==> src/rtl/uart_rx_pkg.sv <==
package uart_rx_pkg;

  typedef enum logic [2:0] {
    ST_ARM,
    ST_IDLE,
    ST_START,
    ST_DATA,
    ST_STOP
  } rxState_t;

  // One-cycle commands from the control FSM to the datapath
  typedef struct packed {
    logic loadHalf;
    logic loadBit;
    logic shiftBit;
    logic acceptByte;
    logic rejectFrame;
  } rxStrobes_t;

  // Clocks per bit, rounded to nearest
  function automatic int bitCycles(int clkHz, int baud);
    return (clkHz + baud / 2) / baud;
  endfunction

endpackage

==> src/rtl/uart_rx_sync.sv <==
module uart_rx_sync #(
  parameter int STAGES = 2
) (
  input  logic clk,
  input  logic rst,
  input  logic asyncIn,
  output logic syncOut
);

  logic [STAGES-1:0] stageQ;

  // Cleared to 0 so that reset never looks like an idle-high line
  always_ff @(posedge clk) begin
    if (rst) stageQ <= '0;
    else     stageQ <= {stageQ[STAGES-2:0], asyncIn};
  end

  assign syncOut = stageQ[STAGES-1];

endmodule

==> src/rtl/uart_rx_ctrl.sv <==
module uart_rx_ctrl
  import uart_rx_pkg::*;
#(
  parameter int DATA_W = 8
) (
  input  logic       clk,
  input  logic       rst,
  input  logic       rxLevel,
  input  logic       cntDone,
  output rxStrobes_t strobes
);

  localparam int IDX_W = $clog2(DATA_W);
  localparam logic [IDX_W-1:0] LAST_IDX = IDX_W'(DATA_W - 1);

  rxState_t         state, stateNext;
  logic [IDX_W-1:0] bitIdx, bitIdxNext;

  always_comb begin
    stateNext  = state;
    bitIdxNext = bitIdx;
    strobes    = '0;
    unique case (state)
      ST_ARM: begin
        if (rxLevel) stateNext = ST_IDLE;
      end
      ST_IDLE: begin
        // IDLE is only entered with the line high, so low here is a falling edge
        if (!rxLevel) begin
          strobes.loadHalf = 1'b1;
          stateNext        = ST_START;
        end
      end
      ST_START: begin
        if (cntDone) begin
          if (rxLevel) begin
            stateNext = ST_IDLE;
          end else begin
            strobes.loadBit = 1'b1;
            bitIdxNext      = '0;
            stateNext       = ST_DATA;
          end
        end
      end
      ST_DATA: begin
        if (cntDone) begin
          strobes.shiftBit = 1'b1;
          strobes.loadBit  = 1'b1;
          if (bitIdx == LAST_IDX) stateNext = ST_STOP;
          else                    bitIdxNext = bitIdx + 1'b1;
        end
      end
      ST_STOP: begin
        if (cntDone) begin
          if (rxLevel) begin
            strobes.acceptByte = 1'b1;
            stateNext          = ST_IDLE;
          end else begin
            strobes.rejectFrame = 1'b1;
            stateNext           = ST_ARM;
          end
        end
      end
      default: stateNext = ST_ARM;
    endcase
  end

  always_ff @(posedge clk) begin
    if (rst) begin
      state  <= ST_ARM;
      bitIdx <= '0;
    end else begin
      state  <= stateNext;
      bitIdx <= bitIdxNext;
    end
  end

endmodule

==> src/rtl/uart_rx_datapath.sv <==
module uart_rx_datapath
  import uart_rx_pkg::*;
#(
  parameter int DATA_W     = 8,
  parameter int BIT_CYCLES = 16
) (
  input  logic              clk,
  input  logic              rst,
  input  logic              rxLevel,
  input  rxStrobes_t        strobes,
  output logic              cntDone,
  output logic [DATA_W-1:0] dataOut,
  output logic              validOut,
  output logic              breakOut
);

  localparam int CNT_W = $clog2(BIT_CYCLES);
  localparam int HALF  = BIT_CYCLES / 2;
  localparam logic [CNT_W-1:0] HALF_LOAD = CNT_W'(HALF - 1);
  localparam logic [CNT_W-1:0] BIT_LOAD  = CNT_W'(BIT_CYCLES - 1);

  logic [CNT_W-1:0]  cnt;
  logic [DATA_W-1:0] shiftReg;

  always_ff @(posedge clk) begin
    if (rst) begin
      cnt <= '0;
    end else if (strobes.loadHalf) begin
      cnt <= HALF_LOAD;
    end else if (strobes.loadBit) begin
      cnt <= BIT_LOAD;
    end else if (cnt != '0) begin
      cnt <= cnt - 1'b1;
    end
  end

  assign cntDone = (cnt == '0);

  // LSB arrives first and moves down toward bit 0
  always_ff @(posedge clk) begin
    if (rst)                   shiftReg <= '0;
    else if (strobes.shiftBit) shiftReg <= {rxLevel, shiftReg[DATA_W-1:1]};
  end

  always_ff @(posedge clk) begin
    if (rst) begin
      dataOut  <= '0;
      validOut <= 1'b0;
      breakOut <= 1'b0;
    end else begin
      validOut <= strobes.acceptByte;
      breakOut <= strobes.rejectFrame;
      if (strobes.acceptByte) dataOut <= shiftReg;
    end
  end

endmodule

==> src/rtl/uart_rx_core.sv <==
module uart_rx_core
  import uart_rx_pkg::*;
#(
  parameter int CLK_HZ = 50_000_000,
  parameter int BAUD   = 115_200,
  parameter int DATA_W = 8
) (
  input  logic              clk,
  input  logic              rst,
  input  logic              rxSerial,
  output logic [DATA_W-1:0] rxData,
  output logic              rxValid,
  output logic              rxBreak
);

  localparam int BIT_CYCLES = bitCycles(CLK_HZ, BAUD);

  logic       rxLevel;
  logic       cntDone;
  rxStrobes_t strobes;

  uart_rx_sync #(.STAGES(2)) i_sync (
    .clk     (clk),
    .rst     (rst),
    .asyncIn (rxSerial),
    .syncOut (rxLevel)
  );

  uart_rx_ctrl #(.DATA_W(DATA_W)) i_ctrl (
    .clk     (clk),
    .rst     (rst),
    .rxLevel (rxLevel),
    .cntDone (cntDone),
    .strobes (strobes)
  );

  uart_rx_datapath #(.DATA_W(DATA_W), .BIT_CYCLES(BIT_CYCLES)) i_dp (
    .clk      (clk),
    .rst      (rst),
    .rxLevel  (rxLevel),
    .strobes  (strobes),
    .cntDone  (cntDone),
    .dataOut  (rxData),
    .validOut (rxValid),
    .breakOut (rxBreak)
  );

endmodule

==> config.mk <==
export PLATFORM = sky130hd
export DESIGN_NAME = uart_rx_core
export DESIGN_NICKNAME = d
export VERILOG_FILES = /design/src/rtl/uart_rx_pkg.sv /design/src/rtl/uart_rx_sync.sv /design/src/rtl/uart_rx_ctrl.sv /design/src/rtl/uart_rx_datapath.sv /design/src/rtl/uart_rx_core.sv
export SDC_FILE = /design/constraint.sdc
export NUM_CORES = 1
export LEC_CHECK = 0
export ABC_AREA = 1
export BUFFER_PORTS_ARGS = -buffer_cell sky130_fd_sc_hd__clkbuf_2
export CORE_ASPECT_RATIO = 1.5
export CORE_MARGIN = 10
export CORE_UTILIZATION = 35
export DETAILED_ROUTE_END_ITERATION = 7
export HOLD_SLACK_MARGIN = 0.03
export PLACE_DENSITY = 0.55
export SYNTH_ARGS = -nofsm -noshare
export SYNTH_HDL_FRONTEND = slang
export SYNTH_SLANG_ARGS = --single-unit
==> constraint.sdc <==
create_clock -name clk -period 2.9 [get_ports clk]
set_input_delay 0.58 -clock clk [delete_from_list [all_inputs] [get_ports clk]]
set_output_delay 0.58 -clock clk [all_outputs]
set_load 0.03 [all_outputs]
* After elaboration in Yosys (flattened, before gate mapping) *
Index checks and enable logic that the tools add are counted.

word-level totals
  register bits = 35
  logic and storage cells = 64
  output and inout bits = 10
  input port bits = 3

cells by class
  muxes and demuxes = 26
  add/sub/neg operators = 2
  equality and inequality tests = 13
  bitwise gates (word level) = 2
  reductions and logical operators = 11

operators by type and width
  cell                                                                   number
  3-bit 2-to-1 mux                                                       10
  9-bit 2-to-1 mux                                                       2
  3-bit one-hot mux with 5 select lines                                  1
  2-bit != test, second input constant                                   7
  9-bit logical NOT                                                      1
  9-bit nonzero test                                                     1
  9-bit by 1-bit subtractor with 9-bit output, second input constant     1
  2-bit 2-to-1 mux                                                       4
  8-bit 2-to-1 mux                                                       1
  3-bit by 2-bit equality test with 1-bit output, second input constant  2
  3-bit equality test, second input constant                             2
  1-bit 2-to-1 mux                                                       6
  3-bit one-hot mux with 2 select lines                                  1
  6-bit AND reduction                                                    1
  3-bit OR reduction                                                     2
  5-bit AND reduction                                                    1
  2-bit nonzero test                                                     2
  3-bit by 1-bit adder with 3-bit output, second input constant          1
  3-bit by 1-bit equality test with 1-bit output, second input constant  1
  3-bit logical NOT                                                      1
  3-bit nonzero test                                                     1
  2-bit by 1-bit != test with 1-bit output, second input constant        1
  1-bit NOT                                                              2
  1-bit one-hot mux with 2 select lines                                  1
  2-bit OR reduction                                                     1

* Longest topological paths before layout *
  depth in word-level cells = 5
  depth in mapped cells = 11
  gate-level depth less buffers = 10

* Hierarchy *
From an unflattened synthesis, not the netlist that was laid out.

second synthesis, totals
  cell total of the unflattened synthesis = 217
  area, all modules = 1572.8 µm²

modules (own cells, without submodules)
  module            times used  area each (µm²)  seq. area each (µm²)  cells an instance
  uart_rx_datapath  1           1111.1           540.5                 147
  uart_rx_ctrl      1           406.6            120.1                 64
  uart_rx_sync      1           55.1             40.0                  6

* Worst setup path before layout *
Ideal clock, no wire load.

  path type = reg2reg
  start = reg i_dp.cnt[0]
  end = reg i_dp.dataOut[0]
  cell stages (with the launch flop) = 10
  period minus slack after synthesis = 1.436 ns
  path buffers = 1
  setup time = 0.116 ns
  required time = 2.784 ns
  path slack = 1.464 ns
  data arrival time = 1.320 ns
  cells stage by stage = dfxtp_1 > inv_1 > ha_1 > nand2_2 > nor2_2 > nand3_2 > or2_1 > buf_2 > nor2_1 > nor2_1

between the ends
  longest elaborated chain between the ends = 3

RTL lines
  item                    line                    text
  start, declared         uart_rx_datapath.sv:22  logic [CNT_W-1:0] cnt;
  start signal, assigned  uart_rx_datapath.sv:33  cnt <= cnt - 1'b1;
  9-bit logical NOT       uart_rx_datapath.sv:37  assign cntDone = (cnt == '0);
  2-bit 2-to-1 mux        uart_rx_ctrl.sv:54      if (cntDone) begin
  2-bit 2-to-1 mux        uart_rx_ctrl.sv:23      unique case (state)
  end signal, assigned    uart_rx_datapath.sv:53  if (strobes.acceptByte) dataOut <= shiftReg;
  end, declared           uart_rx_datapath.sv:12  output logic [DATA_W-1:0] dataOut,

No other way between the ends.
A chain may end at the register's enable or synchronous reset.

* Worst setup path after layout *
  start = reg i_dp.cnt[0]
  end = reg i_dp.shiftReg[0]

between the ends
  longest elaborated chain between the ends = 3

RTL lines
  item                  line                    text
  9-bit logical NOT     uart_rx_datapath.sv:37
  2-bit 2-to-1 mux      uart_rx_ctrl.sv:46      if (cntDone) begin
  1-bit 2-to-1 mux      uart_rx_ctrl.sv:23
  end signal, assigned  uart_rx_datapath.sv:42  else if (strobes.shiftBit) shiftReg <= {rxLevel, shiftReg[DATA_W-1:1]};
  end, declared         uart_rx_datapath.sv:23  logic [DATA_W-1:0] shiftReg;

No other way between the ends.

==> flow_summary.toml <==
[finish]
drive_above_1_share_pct = 15.9
layout_commonest_cell = "nor2_1"
regArea_um2 = 701
final_area_um2 = 1730
diodes = 0
area_growth_pct = 11.8
n_fill_cell = 461
multiInputGateArea_um2 = 704
final_nets = 231
layout_common_cells = "44 x nor2_1, 35 x dfxtp_1, 25 x nand2_1"
final_cells = 272

[route]
drtIter0Drc = 35
vias_per_cell = 4.87
finalWirelength_um = 3200
drc = 0
vias = 1325
wire_per_inst_um = 11.8
first_pass_iters = 4
ant_nets = 0

[placement]
place_area_um2 = 1620
dp.final_hpwl_um = 2380
place_ws_ns = 0.842
place_inst = 264
io_buffer_count = 12
finalWeightedCongestion = 0.857

[timing]
fmax_ghz = 0.484
finalWorstSetupSlack_ns = 0.832
fin_crit_sh_pct = 71.3
setup_tns_ns = 0
rsz0062_at_grt = "false"
setup_viol = 0
worstMarginPinSlew_ns = 0.587
slew_headroom_pct = 60.8
hold_viol = 0
drv_slew = 0
finalCriticalPeriod_ns = 2.07
finClkSkew_ns = 0.00865

[power_and_ir_drop]
ir_worst_vdd_mv = 0.391
p_leak_nw = 0.836
power_density_nw_per_um2 = 888
finalPower_w = 0.00153

[cts]
cts_made_buffers = 5
cts_tree = "done"
htreeDepth = 2
cts_resized = 0
clock_sinks = 35
cts-root-buf = "clkbuf_8"
ctsHoldBuffers = 0
clk_path_buf_depth = 2
post_cts_buffers = 0
clk_latency_ns = 0.29
clkTransAtPathRegs_ns = 0.07

[grt]
grt_pass1_vias = 1333
overflow = 0
grt_pass1_wl_um = 5750
grt_max_degree = 22
antenna_found_initial = 0
grt_use_total_pct = 9.47

[floorplanning]
num_rows = 29
coreArea_um2 = 4250
chipWidth_um = 74.3
initial_core_util_pct = 36.4
io_pins = 13
dieArea_um2 = 7530
die_h_um = 101

[worst_setup_path]
reg2reg_slack_ns = 0.83
rr_startpoint = "i_dp.cnt[0]"
startpoint_type = "register"
reg2reg_depth = 9
cp.arrival_ns = 2.24
critical_path_class = "reg2reg"
r2r_end = "i_dp.shiftReg[0]"
cp-startpoint = "i_dp.cnt[0]"
path_max_fanout = 13
cp-endpoint = "i_dp.shiftReg[0]"
cp.required_ns = 3.08
setup.worst_path.end_class = "register"

[run]
max_cap_viol_count = 0

[worst_hold_path]
hold_class = "reg2reg"

[synth]
syn_area_um2 = 1550
postSynthAreaPerCell_um2 = 7.29
synth.net_count = 218
synth-seq-cells = 35
yosysUniqueCellTypes = 25
synth-seq-area-share_pct = 45.3
netlist_instances = 212
ys_warn_count = 0

[outcome]
status = "complete, no violations"
==> synthesized netlist by cell type (all sizes together) <==
cell type,n,area [µm²]
o21ai,25,125
xnor2,1,8.76
a21oi,11,55.1
inv,27,101
or2,2,12.5
nor4,1,6.26
buf,3,27.5
nand2,27,111
a31oi,1,6.26
nand4,4,25.0
nand3,16,95.1
ha,3,37.5
dfxtp,35,701
clkbuf,3,11.3
nor2,49,201
nor3,4,20.0
==> area by class of cell <==
cell class / count / share of cell area, %
Clock buffer: 7 / 5.58
Clock inverter: 1 / 0.434
Inverter: 27 / 5.87
Multi-Input combinational cell: 144 / 40.8
Sequential cell: 35 / 40.6
Tap cell: 46 / 3.33
Timing Repair Buffer: 12 / 3.48
==> metrics by stage <==
step	util (%)	hold slack (ns)
after floorplan	-	0.388
after detailed placement	38.3	0.407
final	40.7	0.413
after global placement	38.3	0.398
after CTS	40.7	0.416
after global routing	40.7	0.431
==> flip-flops by register name, summed over array words and instances, names as in the netlist <==
signal and cells:
i_dp.cnt 9, i_dp.dataOut 8, i_dp.shiftReg 8, i_ctrl.bitIdx 3, i_ctrl.state 3, i_sync.stageQ 2
i_dp.breakOut 1, i_dp.validOut 1
==> worst max-delay path, cell delays in order (launching register included) <==
cell and delay (ns):
dfxtp_1 0.31, inv_1 0.08, ha_1 0.18, nand2_2 0.07, nor2_2 0.13, nand3_2 0.30, nor2_2 0.45, inv_1 0.22
nor2_1 0.14, nor2_1 0.06
==> power breakdown <==
group          internal (W)  total, W  switching (W)
clock network      0.000216  0.000395       0.000179
registers          0.000545  0.000602      0.0000575
logic              0.000188  0.000536       0.000348
total              0.000949   0.00153       0.000585
==> layer usage <==
metal	global-route usage, %	vias to the layer above	part of all wire [%]
met1	10.1	598	45
met2	16.4	13	50
met3	3.13	5	3.3
met5	0	-	0
met4	4.24	0	1.6
li1	-	709	-
==> cell families after synthesis <==
kind of cell / after synthesis / share of synthesized area (%)
simple gates: 103 / 30.5
compound gates: 37 / 12.1
flops: 35 / 45.3
buf+inv: 33 / 9.07
fa+ha+maj: 3 / 2.43
xor+xnor: 1 / 0.567
==> worst min path at each step <==
stage | from | depth (start not counted) | end | slack, ns
6_report | i_sync.stageQ[0] | 2 | i_sync.stageQ[1] | 0.41
5_1_grt | i_sync.stageQ[0] | 2 | i_sync.stageQ[1] | 0.43
4_1_cts | i_sync.stageQ[0] | 2 | i_sync.stageQ[1] | 0.42
3_5_place_dp | i_sync.stageQ[0] | 2 | i_sync.stageQ[1] | 0.41
3_3_place_gp | i_sync.stageQ[0] | 2 | i_sync.stageQ[1] | 0.40
2_1_floorplan | i_sync.stageQ[0] | 2 | i_sync.stageQ[1] | 0.39
Power figures use the tool's default switching activity.
